$ cat config.mk
export PLATFORM = sky130hd
export DESIGN_NAME = rot_shift_unit
export DESIGN_NICKNAME = d
export VERILOG_FILES = /design/src/rtl/rsu_pkg.sv /design/src/rtl/rsu_mux2.sv /design/src/rtl/rsu_layer.sv /design/src/rtl/rsu_core.sv /design/src/rtl/rot_shift_unit.sv
export SDC_FILE = /design/constraint.sdc
export NUM_CORES = 1
export LEC_CHECK = 0
export BUFFER_PORTS_ARGS = -buffer_cell sky130_fd_sc_hd__buf_2
export CAP_MARGIN = 10
export CORE_UTILIZATION = 45
export CTS_CLUSTER_DIAMETER = 60
export DETAILED_ROUTE_END_ITERATION = 8
export PLACE_DENSITY = 0.67
export SLEW_MARGIN = 10
export SYNTH_ARGS = -nofsm -noshare
export SYNTH_HDL_FRONTEND = slang
export SYNTH_SLANG_ARGS = --single-unit
$ cat constraint.sdc
create_clock -name clk -period 2 [get_ports clk]
set_input_delay 0.1 -clock clk [delete_from_list [all_inputs] [get_ports clk]]
set_output_delay 0.1 -clock clk [all_outputs]
set_load 0.03 [all_outputs]
$ cat src/rtl/rsu_pkg.sv
package rsu_pkg;
  localparam int RSU_WORD_W  = 40;
  localparam int RSU_COUNT_W = 6;
endpackage

$ cat src/rtl/rsu_mux2.sv
module rsu_mux2 #(
  parameter int W = 40
) (
  input  logic [W-1:0] a,
  input  logic [W-1:0] b,
  input  logic         sel,
  output logic [W-1:0] y
);
  // sel = 1 picks a, sel = 0 picks b
  assign y = sel ? a : b;
endmodule

$ cat src/rtl/rsu_layer.sv
module rsu_layer #(
  parameter int W     = 40,
  parameter int SHIFT = 1
) (
  input  logic [W-1:0] din,
  input  logic         sel,
  input  logic         cyclic,
  output logic [W-1:0] dout
);
  localparam int ROT = SHIFT % W;

  logic [W-1:0] rot_v;
  logic [W-1:0] shf_v;
  logic [W-1:0] moved;

  for (genvar j = 0; j < W; j++) begin : g_bit
    if (j >= ROT) begin : g_rin
      assign rot_v[j] = din[j-ROT];
    end else begin : g_rwrap
      assign rot_v[j] = din[j-ROT+W];
    end
    if (SHIFT < W && j >= SHIFT) begin : g_sin
      assign shf_v[j] = din[j-SHIFT];
    end else begin : g_sfill
      assign shf_v[j] = 1'b0;
    end
  end

  assign moved = cyclic ? rot_v : shf_v;

  rsu_mux2 #(.W(W)) u_sel (
    .a  (moved),
    .b  (din),
    .sel(sel),
    .y  (dout)
  );
endmodule

$ cat src/rtl/rsu_core.sv
module rsu_core #(
  parameter int W  = 40,
  parameter int CW = 6
) (
  input  logic [W-1:0]  din,
  input  logic [CW-1:0] count,
  input  logic          cyclic,
  output logic [W-1:0]  dout
);
  logic [W-1:0] stage [CW+1];

  assign stage[0] = din;

  for (genvar i = 0; i < CW; i++) begin : g_layer
    rsu_layer #(.W(W), .SHIFT(1 << i)) u_layer (
      .din   (stage[i]),
      .sel   (count[i]),
      .cyclic(cyclic),
      .dout  (stage[i+1])
    );
  end

  assign dout = stage[CW];
endmodule

$ cat src/rtl/rot_shift_unit.sv
module rot_shift_unit #(
  parameter int DATA_W = rsu_pkg::RSU_WORD_W,
  parameter int CNT_W  = rsu_pkg::RSU_COUNT_W
) (
  input  logic              clk,
  input  logic              rst_n,
  input  logic              in_valid,
  output logic              in_ready,
  input  logic [DATA_W-1:0] in_data,
  input  logic [CNT_W-1:0]  in_count,
  input  logic              in_cyclic,
  output logic              out_valid,
  input  logic              out_ready,
  output logic [DATA_W-1:0] out_data
);
  logic [DATA_W-1:0] moved;
  logic              take;

  rsu_core #(.W(DATA_W), .CW(CNT_W)) u_core (
    .din   (in_data),
    .count (in_count),
    .cyclic(in_cyclic),
    .dout  (moved)
  );

  assign in_ready = !out_valid || out_ready;
  assign take     = in_valid && in_ready;

  always_ff @(posedge clk) begin
    if (!rst_n) begin
      out_valid <= 1'b0;
      out_data  <= '0;
    end else begin
      if (in_ready) out_valid <= in_valid;
      if (take)     out_data  <= moved;
    end
  end
endmodule

Word level (Yosys, flattened, before mapping)
Cells that the tools add are included.

cells by class
  multiplexer cells = 12
  reduce and logical (&&, ||, !) cells = 3

operators with widths
  operator             count
  $mux W40             6
  $mux W32             1
  $mux W16             1
  $mux W8              1
  $mux W4              1
  $mux W2              1
  $logic_and A1 B1 Y1  1
  $logic_not A1 Y1     1
  $logic_or A1 B1 Y1   1
  $mux W1              1

storage, ports and cells
  bits in registers = 41
  input port bits = 51
  output and inout bits = 42
  word-level logic and storage cells = 17

Longest topological paths before layout
Gate-level depths: netlist of the first run.

  depth in word-level cells = 12
  gate-level depth with buffers = 10
  depth with buffers taken out = 6

By module
A second synthesis of the first run with hierarchy kept.

unflattened totals
  cells, all modules = 510
  area total of the unflattened synthesis = 5131.2 sq um

modules (own cells, without submodules)
  module                                  times used  cells each  area an instance (sq um)  sequential area each (sq um)
  rsu_mux2                                6           44          495.5                     0.0
  rot_shift_unit                          1           179         1682.9                    820.8
  rsu_layer at u_core.g_layer[5].u_layer  1           35          255.2                     0.0
  rsu_layer at u_core.g_layer[4].u_layer  1           17          126.4                     0.0
  rsu_layer at u_core.g_layer[3].u_layer  1           8           50.0                      0.0
  rsu_layer at u_core.g_layer[2].u_layer  1           4           25.0                      0.0
  rsu_layer at u_core.g_layer[1].u_layer  1           2           12.5                      0.0
  rsu_layer at u_core.g_layer[0].u_layer  1           1           6.3                       0.0

Worst setup path after synthesis of the first run
Ideal clock, no wire load.

  path type = input -> register
  start point = input port in_count[0]
  end point = register out_data[39]
  library setup time = 0.122 ns
  arrival = 1.960 ns
  setup slack = -0.082 ns
  cell stages on the path = 7
  cells stage by stage = buf_2 buf_2 buf_2 buf_4 mux2_2 a211o_1 a221o_1

between the ends
  cells in the longest elaborated chain, start to end = 7
  elaborated cells on any way between the ends = 8

RTL lines
  item                                        line                             text
  from (decl)                                 rot_shift_unit.sv:10             input logic [CNT_W-1:0] in_count,
  $mux W40 (*) (3 in a row)                   rsu_mux2.sv:10                   assign y = sel ? a : b;
  $mux W8 / $mux W40 (equally long branches)  rsu_layer.sv:29, rsu_mux2.sv:10
  $mux W40 (*) (3 in a row)                   rsu_mux2.sv:10
  to (signal assigned)                        rot_shift_unit.sv:35             if (take) out_data <= moved;
  to (decl)                                   rot_shift_unit.sv:14             output logic [DATA_W-1:0] out_data

Every way passes the cells marked *; elsewhere a longest branch is shown, timed or not.
A chain may end at the register's enable or synchronous reset.

Worst setup path after layout of the first run
  start point = input port in_count[1]
  end point = register out_data[30]

between the ends
  cells in the longest elaborated chain, start to end = 6

RTL lines
  item                       line             text
  $mux W40 (*) (4 in a row)  rsu_mux2.sv:10
  $mux W32                   rsu_layer.sv:29  assign moved = cyclic ? rot_v : shf_v;
  $mux W40 (*)               rsu_mux2.sv:10

Marked as above.

==> out/results.txt, run 1 <==
Portion of total power attributed to sequential cells = 0.283
Layout Cell Area excl Fill = 6040 um2
Synthesized cell area = 4750 um2
Antenna violations before repair = 0
Count of final max-slew check failures = 0
Fin worst setup slack = 0.0793 ns
Type of origin of the critical path = input port
Post-layout nets = 733
Number of clock buffers inserted by TritonCTS = 5
Number of endpoints failing setup at the final stage = 0
Final Hold Violating Endpoints = 0
Die height = 105 um
Sw frac = 0.388
Instance count on the critical path = 7
Clock root cell = clkbuf_8
CTS clk-pin slew, worst paths = 0.07 ns
Number of instances in the placed design = 811
Overall Power = 3.22 mW
Placed cell area = 5930 um2
Worst setup skew after layout = 0.00422 ns
Number of antenna repair diodes = 0
Number of enable-type register cells in the synthesized netlist = 0
Maximum vdd ir drop = 0.282 mV
Cell leakage power = 2.68 nW
Clock network power share = 0.206
Internal portion of total power = 1.97 mW
Path depth of the worst reg2reg path = 6
Vias per cell = 6.52
Number of nets in the synthesized netlist = 584
Area growth syn-to-layout = 27.2%
DRC violations left = 0
First-pass iteration count of the detailed router = 4
Final hold slack = 0.0491 ns
Reg-to-Reg End = out_data[2]$_SDFFE_PN0P_
Total via count after detailed routing = 5330
#FFs+latches synth = 41
Sum of buffers and inverters on the critical path = 2
Average cell area after synthesis = 8.91 um2
Count of standard-cell rows = 37
Capturing element type of the critical path = flip-flop
Count of cell types in the netlist = 56
Slew at the pin closest to its max-slew limit = 0.453 ns
Hold-fix buffers, CTS = 0
CP cell instances = buf_2, buf_4, mux4_2, mux2_2, mux4_2, a221oi_2, nor2_1
CTS max path bufs = 2
IO buf count = 92
Total global routing overflow = 0
Startpoint of the worst setup timing path = in_count[1]
Core region area = 10300 um2
Max-slew headroom = 0.689
TritonCTS sink count = 41
Number of global-route vias before repair = 4906
WL/cell = 20.5 um
Switching power total = 1.25 mW
Combinational power share = 0.511
Share of the clock period used by the worst path after layout = 0.960
Setup total negative slack = 0 ns
Detailed-placement wirelength estimate = 13600 um
Number of post-CTS setup repair buffers = 0
Setup slack of the most critical reg-to-reg path = 0.35 ns
Cell with the largest stage delay on the worst path = mux4_2
Critical path's most frequent cell = mux4_2
Post-synthesis async set-or-reset flop share = 0
Cell count after synthesis = 533
Number of synthesis warnings = 0
Total Routed Length = 16800 um
DRT iter0 DRCs = 540
Pre-CTS setup slack = -0.245 ns
Capture point of the worst path = out_data[30]$_SDFFE_PN0P_
R2r startpoint = out_valid$_SDFFE_PN0N_
Post-layout util = 0.588
Unrepaired setup endpoints after global routing = false
CTS tree = built
Wire length of the first global-routing pass = 26700 um
Crit path required time = 2.20 ns
Starting Density = 0.462
Later-pin clock latency in the skew report = 0.31 ns
Final cell count without fillers = 818
Die ar. = 11000 um2
Min-delay worst type = in2reg
Worst EP arrival = 2.12 ns
Final RePlAce weighted congestion = 0.955
Biggest cell delay along the critical path = 0.53 ns
Outcome = finished clean
Maximum clock frequency = 0.521 GHz
Top cell family by delay on the critical path = multiplexers
Number of I/O pins = 93
Type of the worst setup path = in2reg
Global routing usage summed across all routing layers = 0.307
Largest net degree at the start of global routing = 33
Pwr per Cell Area = 532 nW/um2
Highest net fanout along the worst path = 5
Share of cells above drive strength 1 = 0.390
Post-route minimum period = 1.92 ns
CTS H-Tree Depth = 2
Most used DFF post-synth = dfxtp_1
Sequential area share after synthesis = 0.173
Number of routed nets with antenna violations = 0
FILL cells = 957
Reported max-cap violation count = 0
Horizontal die dimension = 105 um
sequential cells by signal, indices dropped and copies added, names as in the netlist:
signal and flops:
out_data 40, out_valid 1
power by group through the flow:
stage	clock network, mW	logic (mW)	registers (mW)
floorplan	0	0.877	1.06
detailed placement	0	1.61	0.932
global route	0.698	1.75	0.920
CTS	0.667	1.61	0.912
finish	0.661	1.65	0.912
global placement	0	1.59	0.928
worst min path at each step:
stage	startpoint	to	slack, ns	depth (start not counted)
4_1_cts	in_valid	out_valid$_SDFFE_PN0N_	0.05	3
2_1_floorplan	in_valid	out_valid$_SDFFE_PN0N_	0.24	2
5_1_grt	in_valid	out_valid$_SDFFE_PN0N_	0.06	3
3_3_place_gp	in_valid	out_valid$_SDFFE_PN0N_	0.38	3
3_5_place_dp	in_valid	out_valid$_SDFFE_PN0N_	0.38	3
6_report	in_valid	out_valid$_SDFFE_PN0N_	0.05	3
routing by layer:
| metal | global-route usage | share of wire | vias to the layer above |
|---|---|---|---|
| met3 | 0.0393 | 0.078 | 30 |
| met5 | 0 | 0 | - |
| li1 | - | - | 2421 |
| met4 | 0.0976 | 0.024 | 0 |
| met2 | 0.480 | 0.45 | 299 |
| met1 | 0.439 | 0.44 | 2580 |
cell usage after synthesis, types with 5 or more instances:
cell type  number  area, um2
nand2_1        48        180
clkbuf_1       31        116
o22ai_1        16        100
and2_1          9       56.3
mux2i_1        52        521
a22oi_1        11       82.6
a22o_1          7       61.3
a21oi_1        28        140
inv_1           7       26.3
dfxtp_1        41        821
o21ai_0        31        155
nand2b_1        5       31.3
a221o_1        14        140
a211oi_1        9       67.6
nand3_1         8       40.0
a31oi_1         5       31.3
buf_6           5       56.3
mux2_2          8       90.1
o22a_1          6       52.6
nor3_1         11       55.1
buf_2           9       45.0
nor2_1         46        173
and3_1          6       37.5
o221ai_1        8       70.1
mux4_2         48       1080
cell usage in the layout (no fill, tap or decap), types with 14 or more instances in the layout:
cell      n
a21oi_1  27
a221o_1  14
buf_2    92
buf_4    99
dfxtp_1  41
mux2i_1  50
mux4_2   48
nand2_1  48
nor2_1   46
o21ai_0  31
o22ai_1  16
timing repair:
item	4_1_cts	5_1_grt
endpoints found under the hold margin	0	0
endpoints found under the setup margin	0	4
resized for setup	0	3
cell type report:
class	count	area (um2)	area share
Multi-Input combinational cell	431	3640	0.602
Clock inverter	2	35.0	0.00580
Sequential cell	41	821	0.136
Clock buffer	5	68.8	0.0114
Inverter	8	30.0	0.00497
Tap cell	136	170	0.0282
Timing Repair Buffer	195	1280	0.212
kinds of logic after synthesis:
| logic type | share of synthesized area |
|---|---|
| AND/OR/NAND/NOR | 0.136 |
| buffers and inverters | 0.0651 |
| flip-flops | 0.173 |
| AO/OA/AOI/OAI | 0.263 |
| multiplexers | 0.364 |
tightest hold or removal path: cells and delay by family:
kind	cells	cell delay (ns)
AO/OA/AOI/OAI	1	0.06
buffers and inverters	2	0.15
(Power assumes the default switching activity.)
==> run 2: changes to the inputs <==
- PLACE_DENSITY: 0.67 -> 0.66
- SYNTH_HIERARCHICAL: unset -> 1
==> run 2 against run 1 <==
Against the previous run: the flow now finishes with violations (setup timing); synthesized area grew 8.0%; sequential power increased by 0.9%; clock skew is 0.0024 ns lower; utilization grew 2.9 points; cell count is 11% lower; non-clock buffer count is 79 lower; sequential share of layout area down 1.5 points; first-iteration DRC count down 67%; wire length down 24%; critical path depth increased by 5; via count shrank 25%; clock-buffer cell count increased by 2; critical endpoint is now out_data[2]$_SDFFE_PN0P_; critical path type unchanged; largest power group unchanged.
==> out/results.txt, run 2 <==
Horizontal die dimension = 109 um
Top reg by flops = out_data
Share of cells above drive strength 1 = 0.711
Critical path's most frequent cell = mux2_4
Starting Density = 0.467
Internal portion of total power = 2.74 mW
Detailed-placement wirelength estimate = 9720 um
IO buf count = 92
Count of final max-slew check failures = 0
Largest registers = out_data (40), out_valid (1)
Maximum clock frequency = 0.428 GHz
Total via count after detailed routing = 3985
Clock network power share = 0.236
Area growth syn-to-layout = 32.2%
Final RePlAce weighted congestion = 0.863
CTS tree = built
CTS max path bufs = 2
Layout Cell Area excl Fill = 6780 um2
Hold-fix buffers, CTS = 0
Min-delay worst type = in2reg
Final Hold Violating Endpoints = 0
Capturing element type of the critical path = flip-flop
Biggest cell delay along the critical path = 0.31 ns
First-pass iteration count of the detailed router = 5
Flip-flop count of the largest register, all copies and words added = 40
CP cell instances = buf_12, buf_12, mux2_4, mux2_4, mux2_4, mux2_4, and2_4, mux2_4, and2_4, mux2_4, nand2_4, mux2i_1
Proportion of netlist area held by the largest area contributor = 0.527
DRC violations left = 0
Antenna violations before repair = 0
Worst EP arrival = 2.47 ns
Die ar. = 11800 um2
CTS H-Tree Depth = 2
Cell count after synthesis = 510
Post-layout nets = 642
Maximum vdd ir drop = 0.719 mV
Outcome = finished with violations
Most used cells in the layout excluding fill and tap cells = 218 x mux2_4, 91 x buf_2, 73 x nand2_1
Wire length of the first global-routing pass = 20300 um
Number of global-route vias before repair = 3985
Post-route minimum period = 2.34 ns
Final cell count without fillers = 732
Crit path required time = 2.14 ns
WL/cell = 17.4 um
Max-slew headroom = 0.537
Cell taking the most area after synthesis = mux2_2
Later-pin clock latency in the skew report = 0.28 ns
Number of nets in the synthesized netlist = 561
Setup total negative slack = -10.62 ns
Number of I/O pins = 93
Count of standard-cell rows = 38
Vias per cell = 5.44
CTS clk-pin slew, worst paths = 0.06 ns
Average cell area after synthesis = 10.1 um2
Number of instances in the placed design = 719
Setup slack of the most critical reg-to-reg path = 0.64 ns
Unrepaired setup endpoints after global routing = true
Number of endpoints failing setup at the final stage = 40
Clock root cell = clkbuf_16
DRT iter0 DRCs = 179
Synthesized cell area = 5130 um2
Number of routed nets with antenna violations = 0
Reported max-cap violation count = 0
#FFs+latches synth = 41
FILL cells = 901
Most instantiated library cell after synthesis = mux2_2
Type of the worst setup path = in2reg
Switching power total = 1.21 mW
Total Routed Length = 12700 um
Total global routing overflow = 0
TritonCTS sink count = 41
Post-synthesis async set-or-reset flop share = 0
Number of clock buffers inserted by TritonCTS = 5
Main area contributors after synthesis = mux2_2 53%, dfxtp_1 16%, mux2i_1 7.8%, and2_2 6.4%, nand2_1 5.9%
Share of the clock period used by the worst path after layout = 1.17
Count of cell types in the netlist = 15
Portion of total power attributed to sequential cells = 0.233
Number of enable-type register cells in the synthesized netlist = 0
Fin worst setup slack = -0.338 ns
Sequential area share after synthesis = 0.160
Violations in the final reports = setup timing
Core region area = 11000 um2
Pwr per Cell Area = 582 nW/um2
Placed cell area = 6210 um2
Global routing usage summed across all routing layers = 0.219
Type of origin of the critical path = input port
Most used DFF post-synth = dfxtp_1
Worst setup skew after layout = 0.00179 ns
Number of antenna repair diodes = 0
Final hold slack = 0.0770 ns
Combinational power share = 0.531
Largest net degree at the start of global routing = 82
Overall Power = 3.95 mW
Sw frac = 0.307
Cell leakage power = 3.49 nW
Cell with the largest stage delay on the worst path = mux2_4
Commonest cells in the netlist = 240 x mux2_2, 80 x nand2_1, 44 x and2_2
Highest net fanout along the worst path = 8
Die height = 109 um
Number of synthesis warnings = 6
Commonest non-fill, non-tap cell in the layout = mux2_4
Slew at the pin closest to its max-slew limit = 0.695 ns
[run 2: per-layer routing]
metal  up-vias  track usage  wire length [um]
li1       1948            -                 -
met4         0       0.0483               176
met5         -            0                 0
met2        71        0.400              6490
met1      1953        0.274              5770
met3        13       0.0227               299
[run 2: power by group through the flow]
stage	sequential, mW	combinational, mW	clock [mW]
after floorplan	1.07	1.40	0
after global placement	0.937	1.87	0
after detailed placement	0.938	1.90	0
after CTS	0.921	2.07	0.946
after global routing	0.927	2.22	0.990
final	0.920	2.10	0.930
[run 2: repair_timing]
item | CTS | global route
gates resized for setup | 78 | 11
cloned | 3 | 0
setup endpoints to repair | 40 | 40
buffers inserted | 1 | 1
hold endpoints to repair | 0 | 0
[run 2: logic make-up (layout without fill, tap and decap cells)]
| group | count (synthesis) | count (layout) | share of synthesized area |
|---|---|---|---|
| muxes | 280 | 280 | 0.605 |
| and+or+nand+nor | 145 | 145 | 0.150 |
| buffers and inverters | 43 | 125 | 0.0834 |
| DFF | 41 | 41 | 0.160 |
| AOI/OAI and AO/OA | 1 | 1 | 0.00146 |
[run 2: area by class of cell]
cell class	count	area (um2)	share of cell area
Tap cell	140	175	0.0258
Inverter	1	3.75	0.000553
Clock inverter	1	30.0	0.00443
Sequential cell	41	821	0.121
Clock buffer	7	143	0.0210
Multi-Input combinational cell	426	4780	0.704
Timing Repair Buffer	116	832	0.123
[run 2: stage by stage]
step	setup slack, ns	utilization
2_1_floorplan	-0.312	-
3_3_place_gp	-0.731	0.565
3_5_place_dp	-0.747	0.565
4_1_cts	-0.335	0.613
5_1_grt	-0.392	0.618
6_report	-0.338	0.618
[run 2: critical path: cells and delay by family]
kind / cells / cell delay [ns]
mux: 7 / 1.75
buf+inv: 2 / 0.27
simple gates: 3 / 0.35
[run 2: worst paths after layout]
path                             start                   endpoint  cells past startpoint
max                        in_count[0]   out_data[2]$_SDFFE_PN0P_                     12
min                           in_valid     out_valid$_SDFFE_PN0P_                      3
max reg2reg     out_valid$_SDFFE_PN0P_   out_data[7]$_SDFFE_PN0P_                      3
min reg2reg  out_data[20]$_SDFFE_PN0P_  out_data[20]$_SDFFE_PN0P_                      2
